===== config.mk =====
export PLATFORM = sky130hd
export DESIGN_NAME = lbus_seq
export DESIGN_NICKNAME = d
export VERILOG_FILES = /design/src/rtl/lbus_pkg.sv /design/src/rtl/lbus_sync.sv /design/src/rtl/lbus_fsm.sv /design/src/rtl/lbus_seq.sv
export SDC_FILE = /design/constraint.sdc
export NUM_CORES = 1
export LEC_CHECK = 0
export CAP_MARGIN = 40
export CORE_AREA = 2 2 39 41
export DETAILED_ROUTE_END_ITERATION = 10
export DIE_AREA = 0 0 41 43
export DONT_BUFFER_PORTS = 1
export PLACE_DENSITY = 0.52
export RECOVER_POWER = 100
export SKIP_CTS_REPAIR_TIMING = 1
export SLEW_MARGIN = 20
export SYNTH_ARGS = -nofsm -noshare
export SYNTH_HDL_FRONTEND = slang
export SYNTH_SLANG_ARGS = --single-unit

===== constraint.sdc =====
create_clock -name clk -period 1.4 [get_ports clk]
set_input_delay 0.35 -clock clk [delete_from_list [all_inputs] [get_ports clk]]
set_output_delay 0.35 -clock clk [all_outputs]
set_load 0.03 [all_outputs]

===== src/rtl/lbus_pkg.sv =====
package lbus_pkg;
    typedef enum logic [2:0] {
        ST_IDLE = 3'd0,
        ST_HS1  = 3'd1,
        ST_HS2  = 3'd2,
        ST_HS3  = 3'd3,
        ST_HACK = 3'd4,
        ST_HERR = 3'd5,
        ST_DMA  = 3'd6
    } seq_state_e;

    localparam int TGT_W = 2;
    localparam logic [TGT_W-1:0] TGT_RAM  = 2'b00;
    localparam logic [TGT_W-1:0] TGT_ROM  = 2'b01;
    localparam logic [TGT_W-1:0] TGT_REG  = 2'b10;
    localparam logic [TGT_W-1:0] TGT_NONE = 2'b11;

    localparam int STS_W = 2;
    localparam logic [STS_W-1:0] STS_NONE = 2'b00;
    localparam logic [STS_W-1:0] STS_DONE = 2'b01;
    localparam logic [STS_W-1:0] STS_ERR  = 2'b10;

    typedef struct packed {
        seq_state_e st;
        logic       is_ram;
    } seq_regs_t;
endpackage


===== src/rtl/lbus_sync.sv =====
module lbus_sync #(
    parameter int WIDTH  = 2,
    parameter int STAGES = 2
) (
    input  logic             clk,
    input  logic             rst_n,
    input  logic [WIDTH-1:0] async_i,
    output logic [WIDTH-1:0] sync_o
);
    logic [WIDTH-1:0] stage_q [STAGES];

    genvar g;
    generate
        for (g = 0; g < STAGES; g++) begin : g_stage
            logic [WIDTH-1:0] src_d;
            if (g == 0) begin : g_first
                assign src_d = async_i;
            end else begin : g_next
                assign src_d = stage_q[g-1];
            end
            always_ff @(posedge clk or negedge rst_n) begin
                if (!rst_n) stage_q[g] <= '0;
                else        stage_q[g] <= src_d;
            end
        end
    endgenerate

    assign sync_o = stage_q[STAGES-1];
endmodule


===== src/rtl/lbus_fsm.sv =====
module lbus_fsm
    import lbus_pkg::*;
(
    input  logic             clk,
    input  logic             rst_n,
    input  logic             slot_go,
    input  logic [TGT_W-1:0] tgt_sel,
    input  logic             err_req,
    input  logic             dma_s,
    input  logic             rack_s,
    output logic             data_stb,
    output logic             half_sel,
    output logic             cap_stb,
    output logic             host_ack,
    output logic [STS_W-1:0] ack_status,
    output logic             dma_gnt
);
    seq_regs_t r_d, r_q;

    always_comb begin
        r_d = r_q;
        unique case (r_q.st)
            ST_IDLE: begin
                if (dma_s)        r_d.st = ST_DMA;
                else if (slot_go) r_d.st = ST_HS1;
            end
            ST_HS1: begin
                if (err_req || tgt_sel == TGT_NONE) begin
                    r_d.st = ST_HERR;
                end else if (tgt_sel == TGT_RAM) begin
                    r_d.st     = ST_HS2;
                    r_d.is_ram = 1'b1;
                end else if (tgt_sel == TGT_ROM) begin
                    r_d.st = ST_HACK;
                end else if (rack_s) begin
                    r_d.st = ST_HACK;
                end
            end
            ST_HS2:  r_d.st = ST_HS3;
            ST_HS3:  r_d.st = ST_HACK;
            ST_HACK, ST_HERR: begin
                r_d.st     = ST_IDLE;
                r_d.is_ram = 1'b0;
            end
            ST_DMA:  if (!dma_s) r_d.st = ST_IDLE;
            default: begin
                r_d.st     = ST_IDLE;
                r_d.is_ram = 1'b0;
            end
        endcase
    end

    always_ff @(posedge clk or negedge rst_n) begin
        if (!rst_n) r_q <= '{st: ST_IDLE, is_ram: 1'b0};
        else        r_q <= r_d;
    end

    assign data_stb   = (r_q.st == ST_HS1) || (r_q.st == ST_HS3) || (r_q.st == ST_HACK);
    assign cap_stb    = (r_q.st == ST_HS2);
    assign half_sel   = r_q.is_ram && ((r_q.st == ST_HS3) || (r_q.st == ST_HACK));
    assign host_ack   = (r_q.st == ST_HACK) || (r_q.st == ST_HERR);
    assign ack_status = (r_q.st == ST_HACK) ? STS_DONE :
                        (r_q.st == ST_HERR) ? STS_ERR  : STS_NONE;
    assign dma_gnt    = (r_q.st == ST_DMA);

    assert_ack_single_R6: assert property (@(posedge clk) disable iff (!rst_n)
        host_ack |=> !host_ack);
    assert_ack_back_to_idle_R6: assert property (@(posedge clk) disable iff (!rst_n)
        host_ack |=> (r_q.st == ST_IDLE));
    assert_grant_from_idle_R8: assert property (@(posedge clk) disable iff (!rst_n)
        $rose(dma_gnt) |-> ($past(r_q.st) == ST_IDLE && $past(dma_s)));
    assert_host_quiet_in_dma_R9: assert property (@(posedge clk) disable iff (!rst_n)
        dma_gnt |-> !(data_stb || host_ack || cap_stb));
    assert_err_no_strobe_R5: assert property (@(posedge clk) disable iff (!rst_n)
        (ack_status == STS_ERR) |-> !data_stb);
    assert_cap_excl_R10: assert property (@(posedge clk) disable iff (!rst_n)
        cap_stb |-> !data_stb);
    assert_cap_then_half_R2: assert property (@(posedge clk) disable iff (!rst_n)
        cap_stb |=> (half_sel && data_stb));
    assert_reg_wait_R4: assert property (@(posedge clk) disable iff (!rst_n)
        (r_q.st == ST_HS1 && tgt_sel == TGT_REG && !err_req && !rack_s) |=> (r_q.st == ST_HS1));
endmodule


===== src/rtl/lbus_seq.sv =====
module lbus_seq #(
    parameter int SYNC_STAGES = 2
) (
    input  logic       clk,
    input  logic       rst_n,
    input  logic       slot_go,
    input  logic [1:0] tgt_sel,
    input  logic       err_req,
    input  logic       dma_req,
    input  logic       reg_ack,
    output logic       data_stb,
    output logic       half_sel,
    output logic       cap_stb,
    output logic       host_ack,
    output logic [1:0] ack_status,
    output logic       dma_gnt
);
    localparam int XW = 2;
    logic [XW-1:0] x_async, x_sync;

    assign x_async = {reg_ack, dma_req};

    lbus_sync #(.WIDTH(XW), .STAGES(SYNC_STAGES)) u_sync (
        .clk     (clk),
        .rst_n   (rst_n),
        .async_i (x_async),
        .sync_o  (x_sync)
    );

    lbus_fsm u_fsm (
        .clk        (clk),
        .rst_n      (rst_n),
        .slot_go    (slot_go),
        .tgt_sel    (tgt_sel),
        .err_req    (err_req),
        .dma_s      (x_sync[0]),
        .rack_s     (x_sync[1]),
        .data_stb   (data_stb),
        .half_sel   (half_sel),
        .cap_stb    (cap_stb),
        .host_ack   (host_ack),
        .ack_status (ack_status),
        .dma_gnt    (dma_gnt)
    );

    assert_reset_quiet_R1: assert property (@(posedge clk) disable iff (!rst_n)
        $rose(rst_n) |-> !(host_ack || dma_gnt));
endmodule


Yosys cells after proc, flatten, opt, wreduce, memory -nomap -nowiden
Cells that the tools add are included.
Widths: inputs -> output; s select.
{ "totals": {"in_bits": 8, "output_inout_bits": 7, "wordCells": 42, "register_bits": 8} }
{ "classes": {"eq_ne": 13, "n_bitwise": 1, "reduce_logical": 11, "n_mux": 13} }
{ "op_table": {"columns": ["operator", "n"], "rows": [
  ["$mux 3", 7],
  ["$pmux 3 s5", 1],
  ["$eq 3x3->1 const B", 3],
  ["$eq 3x2->1 const B", 2],
  ["$reduce_and 3->1", 2],
  ["$logic_or 1x1->1", 5],
  ["$ne 5x2->1 const B", 1],
  ["$mux 2", 2],
  ["$ne 2x2->1 const B", 2],
  ["$reduce_or 4->1", 1],
  ["$eq 3x1->1 const B", 1],
  ["$logic_not 3->1", 1],
  ["$ne 3x3->1 const B", 1],
  ["$eq 2x1->1 const B", 1],
  ["$eq 2x2->1 const B", 1],
  ["$logic_not 2->1", 1],
  ["$mux 1", 2],
  ["$ne 2x1->1 const B", 1],
  ["$pmux 1 s2", 1],
  ["$logic_and 1x1->1", 1],
  ["$not 1->1", 1]
]} }

Depth between registers and ports, before layout
{ "logic_depth": {"word_depth": 5, "mapped_depth": 4, "ltp_nobuf": 3} }

Cells and area by module
Synthesis repeated with hierarchy kept, for this count alone.
{ "unflattened": {"hier_cells": 40, "hier_area_um2": 405.4} }
{ "modules_own_cells": {"columns": ["mod", "area_per_inst_um2", "cells_each", "seq_area_each_um2", "instances"], "rows": [
  ["lbus_fsm", 305.3, 36, 100.1, 1],
  ["lbus_sync", 100.1, 4, 100.1, 1]
]} }

Worst setup path after synthesis
No wires, ideal clock.
{ "synth_timing": {"path_kind": "register to output", "startpoint": "register u_fsm.r_q[3] (netlist name)", "endpoint": "output port half_sel", "path_buffers": 0, "t_arrival_ns": 1.805, "required_time_ns": 1.050, "setup_slack_ns": -0.755, "stages_incl_launch_ff": 4, "cell_sequence": "dfrtp_1 > nor2b_1 > nand2_1 > a21boi_0"} }
{ "synth_via": {"elab_chain_cells": 3, "word_cells_on_any_way": 4, "classes_between": "eq/ne: 2; reduce/logical: 2"} }
{ "synth_rtl": {"columns": ["item", "line_no", "rtl"], "rows": [
  ["start: declaration", "lbus_fsm.sv:18", "seq_regs_t r_d, r_q;"],
  ["start signal: assignment", "lbus_fsm.sv:54", "if (!rst_n) r_q <= '{st: ST_IDLE, is_ram: 1'b0};"],
  ["start signal: assignment", "lbus_fsm.sv:55", "else r_q <= r_d;"],
  ["$eq 3x2->1 / $eq 3x3->1 (equally long branches)", "lbus_fsm.sv:60", "assign half_sel = r_q.is_ram && ((r_q.st == ST_HS3) || (r_q.st == ST_HACK));"],
  ["$logic_or 1x1->1 *", "lbus_fsm.sv:60", null],
  ["$logic_and 1x1->1 *", "lbus_fsm.sv:60", null],
  ["end: declaration", "lbus_seq.sv:12", "output logic half_sel,"]
]} }
Every way passes the cells marked *; elsewhere a longest branch is shown, timed or not.

Worst setup path in the final report
Ends and elaborated chain as after synthesis.

==> results.sh <==
export IMPL_syn_nets=50
export IMPL_cts_buffer_depth=2
export IMPL_drv_cap=0
export IMPL_end_kind="primary output"
export IMPL_period_needed_ns=1.532
export IMPL_path_buf_inv=1
export IMPL_cts_tree="done"
export IMPL_peakVddDrop_v=0.0007597
export IMPL_track_usage_pct=11.20
export IMPL_synth_seq_cells=8
export IMPL_yosys_mux_area_fraction_pct=0
export IMPL_worst_r2r_cell_count=5
export IMPL_n_antenna_cell=0
export IMPL_cp_required_ns=1.05
export IMPL_hp_class="in -> reg"
export IMPL_arrival_ns=1.18
export IMPL_layout_commonest_cell="buf_4"
export IMPL_multi_input_area_um2=244.0
export IMPL_layout_setup_ws_ns=-0.1322
export IMPL_cpLargestDelayFamily="flip-flops"
export IMPL_fin_cells=72
export IMPL_core_um2=1384
export IMPL_cts_sinks=8
export IMPL_finalSetupViolations=10
export IMPL_hold_viol=0
export IMPL_cts_buffers=3
export IMPL_antenna_found_initial=0
export IMPL_ant_nets=0
export IMPL_mostFrequentLayoutCells="buf_4, dfrtp_1, clkbuf_4, buf_6"
export IMPL_synth_top_family_by_area="simple AND/OR/NAND/NOR gates"
export IMPL_synthXorXnorAreaFrac_pct=0
export IMPL_finalCritPeriodShare_pct=109.4
export IMPL_seq_area_frac_synth_pct=46.92
export IMPL_ios=15
export IMPL_grt_pass1_vias=304
export IMPL_grt_start_max_net_pins=9
export IMPL_drt_first_iter_violations=2
export IMPL_synth_simple_area_share_pct=29.91
export IMPL_syn_avg_cell_area_um2=10.16
export IMPL_firstDrtPassIters=2
export IMPL_die_area_um2=1763
export IMPL_dr_total_vias=365
export IMPL_root_buffer="clkbuf_4"
export IMPL_port_buffers=0
export IMPL_clk_insertion_delay_late_ns=0.24
export IMPL_synth_edff_count=0
export IMPL_drc_errors=0
export IMPL_initial_core_util_pct=30.83
export IMPL_viasPerCell=5.069
export IMPL_holdPathStages=0
export IMPL_leakage_nw=0.2713
export IMPL_worstMarginPinSlew_ns=0.3678
export IMPL_nets=66
export IMPL_slowest_stage="dfrtp_2"
export IMPL_dpl_hpwl_um=687.9
export IMPL_drv_slew=0
export IMPL_cts_htree_levels=1
export IMPL_die_height_um=43
export IMPL_crit_chain="nor2b_1 > nand2_1 > a21boi_2 > buf_6"
export IMPL_syn2layout_area_growth_pct=43.11
export IMPL_grt_pass1_wl_um=1235
export IMPL_power_per_cell_area_nw_per_um2=2184
export IMPL_rows=14
export IMPL_worst_path_stages=4
export IMPL_n_fill_cell=141
export IMPL_yosys_warnings=0
export IMPL_seqCellArea_um2=202.7
export IMPL_synth_compound_area_share_pct=15.54
export IMPL_slew_headroom_pct=75.48
export IMPL_grt_overflow=0
export IMPL_worst_path_max_fanout=5
export IMPL_syn_inst=42
export IMPL_fin_tns_setup_ns=-0.7034
export IMPL_ys_types=24
export IMPL_synth_flop_cell="dfrtp_1"
export IMPL_wl_per_cell_um=12.81
export IMPL_wl_um=922
export IMPL_skew_ns=0.001787
export IMPL_gp_congestion=0.7295
export IMPL_max_stage_delay_ns=0.42
export IMPL_worstSetupPathType="reg -> out"
export IMPL_status="complete, but fails checks"
export IMPL_fp_dieW_um=41
export IMPL_start_kind="register"
export IMPL_violations="setup timing"
export IMPL_synth_area_um2=426.7
export IMPL_clk_pin_slew_worst_paths_ns=0.05
export IMPL_fmax_mhz=652.7
export IMPL_synthAdderAreaFrac_pct=2.346
export IMPL_dpl_cell_count=63
export IMPL_rsz0062_at_grt="yes"
export IMPL_drive_above_1_share_pct=50.00
export IMPL_async_flop_share_pct=100.0
## layer usage
metal	track usage (%)	vias to the layer above	routed length [um]
li1	-	182	-
met1	10.44	175	329
met2	16.88	6	548
met3	3.665	2	34
met4	12.00	0	8
met5	0	-	0
## cell type report
type	instances	area share, %
inverters	4	2.869
multi-input cells	29	39.96
clock buffers	3	3.689
well taps	16	3.279
repair buffers	12	17.01
flip-flops and latches	8	33.20
## synth_stat cells (2+ instances only)
cell type,instances,share of area [%]
a21oi_1,2,2.3
and3_1,2,2.9
dfrtp_1,8,47
inv_1,4,3.5
nand2_1,3,2.6
nor2b_1,3,4.4
o21ai_0,3,3.5
## metrics by stage
| step | util, % | power (mW) | setup WS [ns] | hold WS (ns) | cell area, um2 |
|---|---|---|---|---|---|
| 2_1_floorplan | - | 0.8405 | -0.1342 | 0.05441 | 446.7 |
| 3_3_place_gp | 36.44 | 0.9856 | -0.01204 | 0.05464 | 504.2 |
| 3_5_place_dp | 36.44 | 0.9934 | -0.03022 | 0.05466 | 504.2 |
| 4_1_cts | 38.07 | 1.163 | -0.2257 | -0.2126 | 526.8 |
| 5_1_grt | 44.12 | 1.421 | -0.1861 | 0.1099 | 610.6 |
| 6_report | 44.12 | 1.333 | -0.1322 | 0.1359 | 610.6 |
## flip-flops by register name, summed over array words and instances (netlist names)
signal,count
u_sync.sync_o,2
u_sync.g_stage.src_d,2
u_fsm.r_q,4
## power breakdown
group	switching, mW	internal (mW)	total, mW
Combinational	0.455	0.372	0.827
Sequential	0.0538	0.292	0.345
Clock	0.0638	0.0971	0.161
Total	0.573	0.760	1.33
## kinds of logic after synthesis
kind of cell,after synthesis
fa+ha+maj,1
simple gates,18
buf+inv,5
flops,8
compound gates,10
## final timing paths
kind                                                            from                                   end  slack (ns)
worst max-delay path                        u_fsm.r_q[3]$_DFFE_PN0P_                              half_sel       -0.13
worst min-delay path                                         reg_ack  u_sync.g_stage[1].src_d[1]$_DFF_PN0_        0.14
max in group asynchronous                                      rst_n              u_fsm.r_q[2]$_DFFE_PN0P_        0.69
worst max register to register              u_fsm.r_q[2]$_DFFE_PN0P_              u_fsm.r_q[1]$_DFFE_PN0P_       -0.08
min in group asynchronous                                      rst_n              u_fsm.r_q[1]$_DFFE_PN0P_        0.44
worst min register to register  u_sync.g_stage[1].src_d[0]$_DFF_PN0_            u_sync.sync_o[0]$_DFF_PN0_        0.35
(Power assumes the default switching activity.)
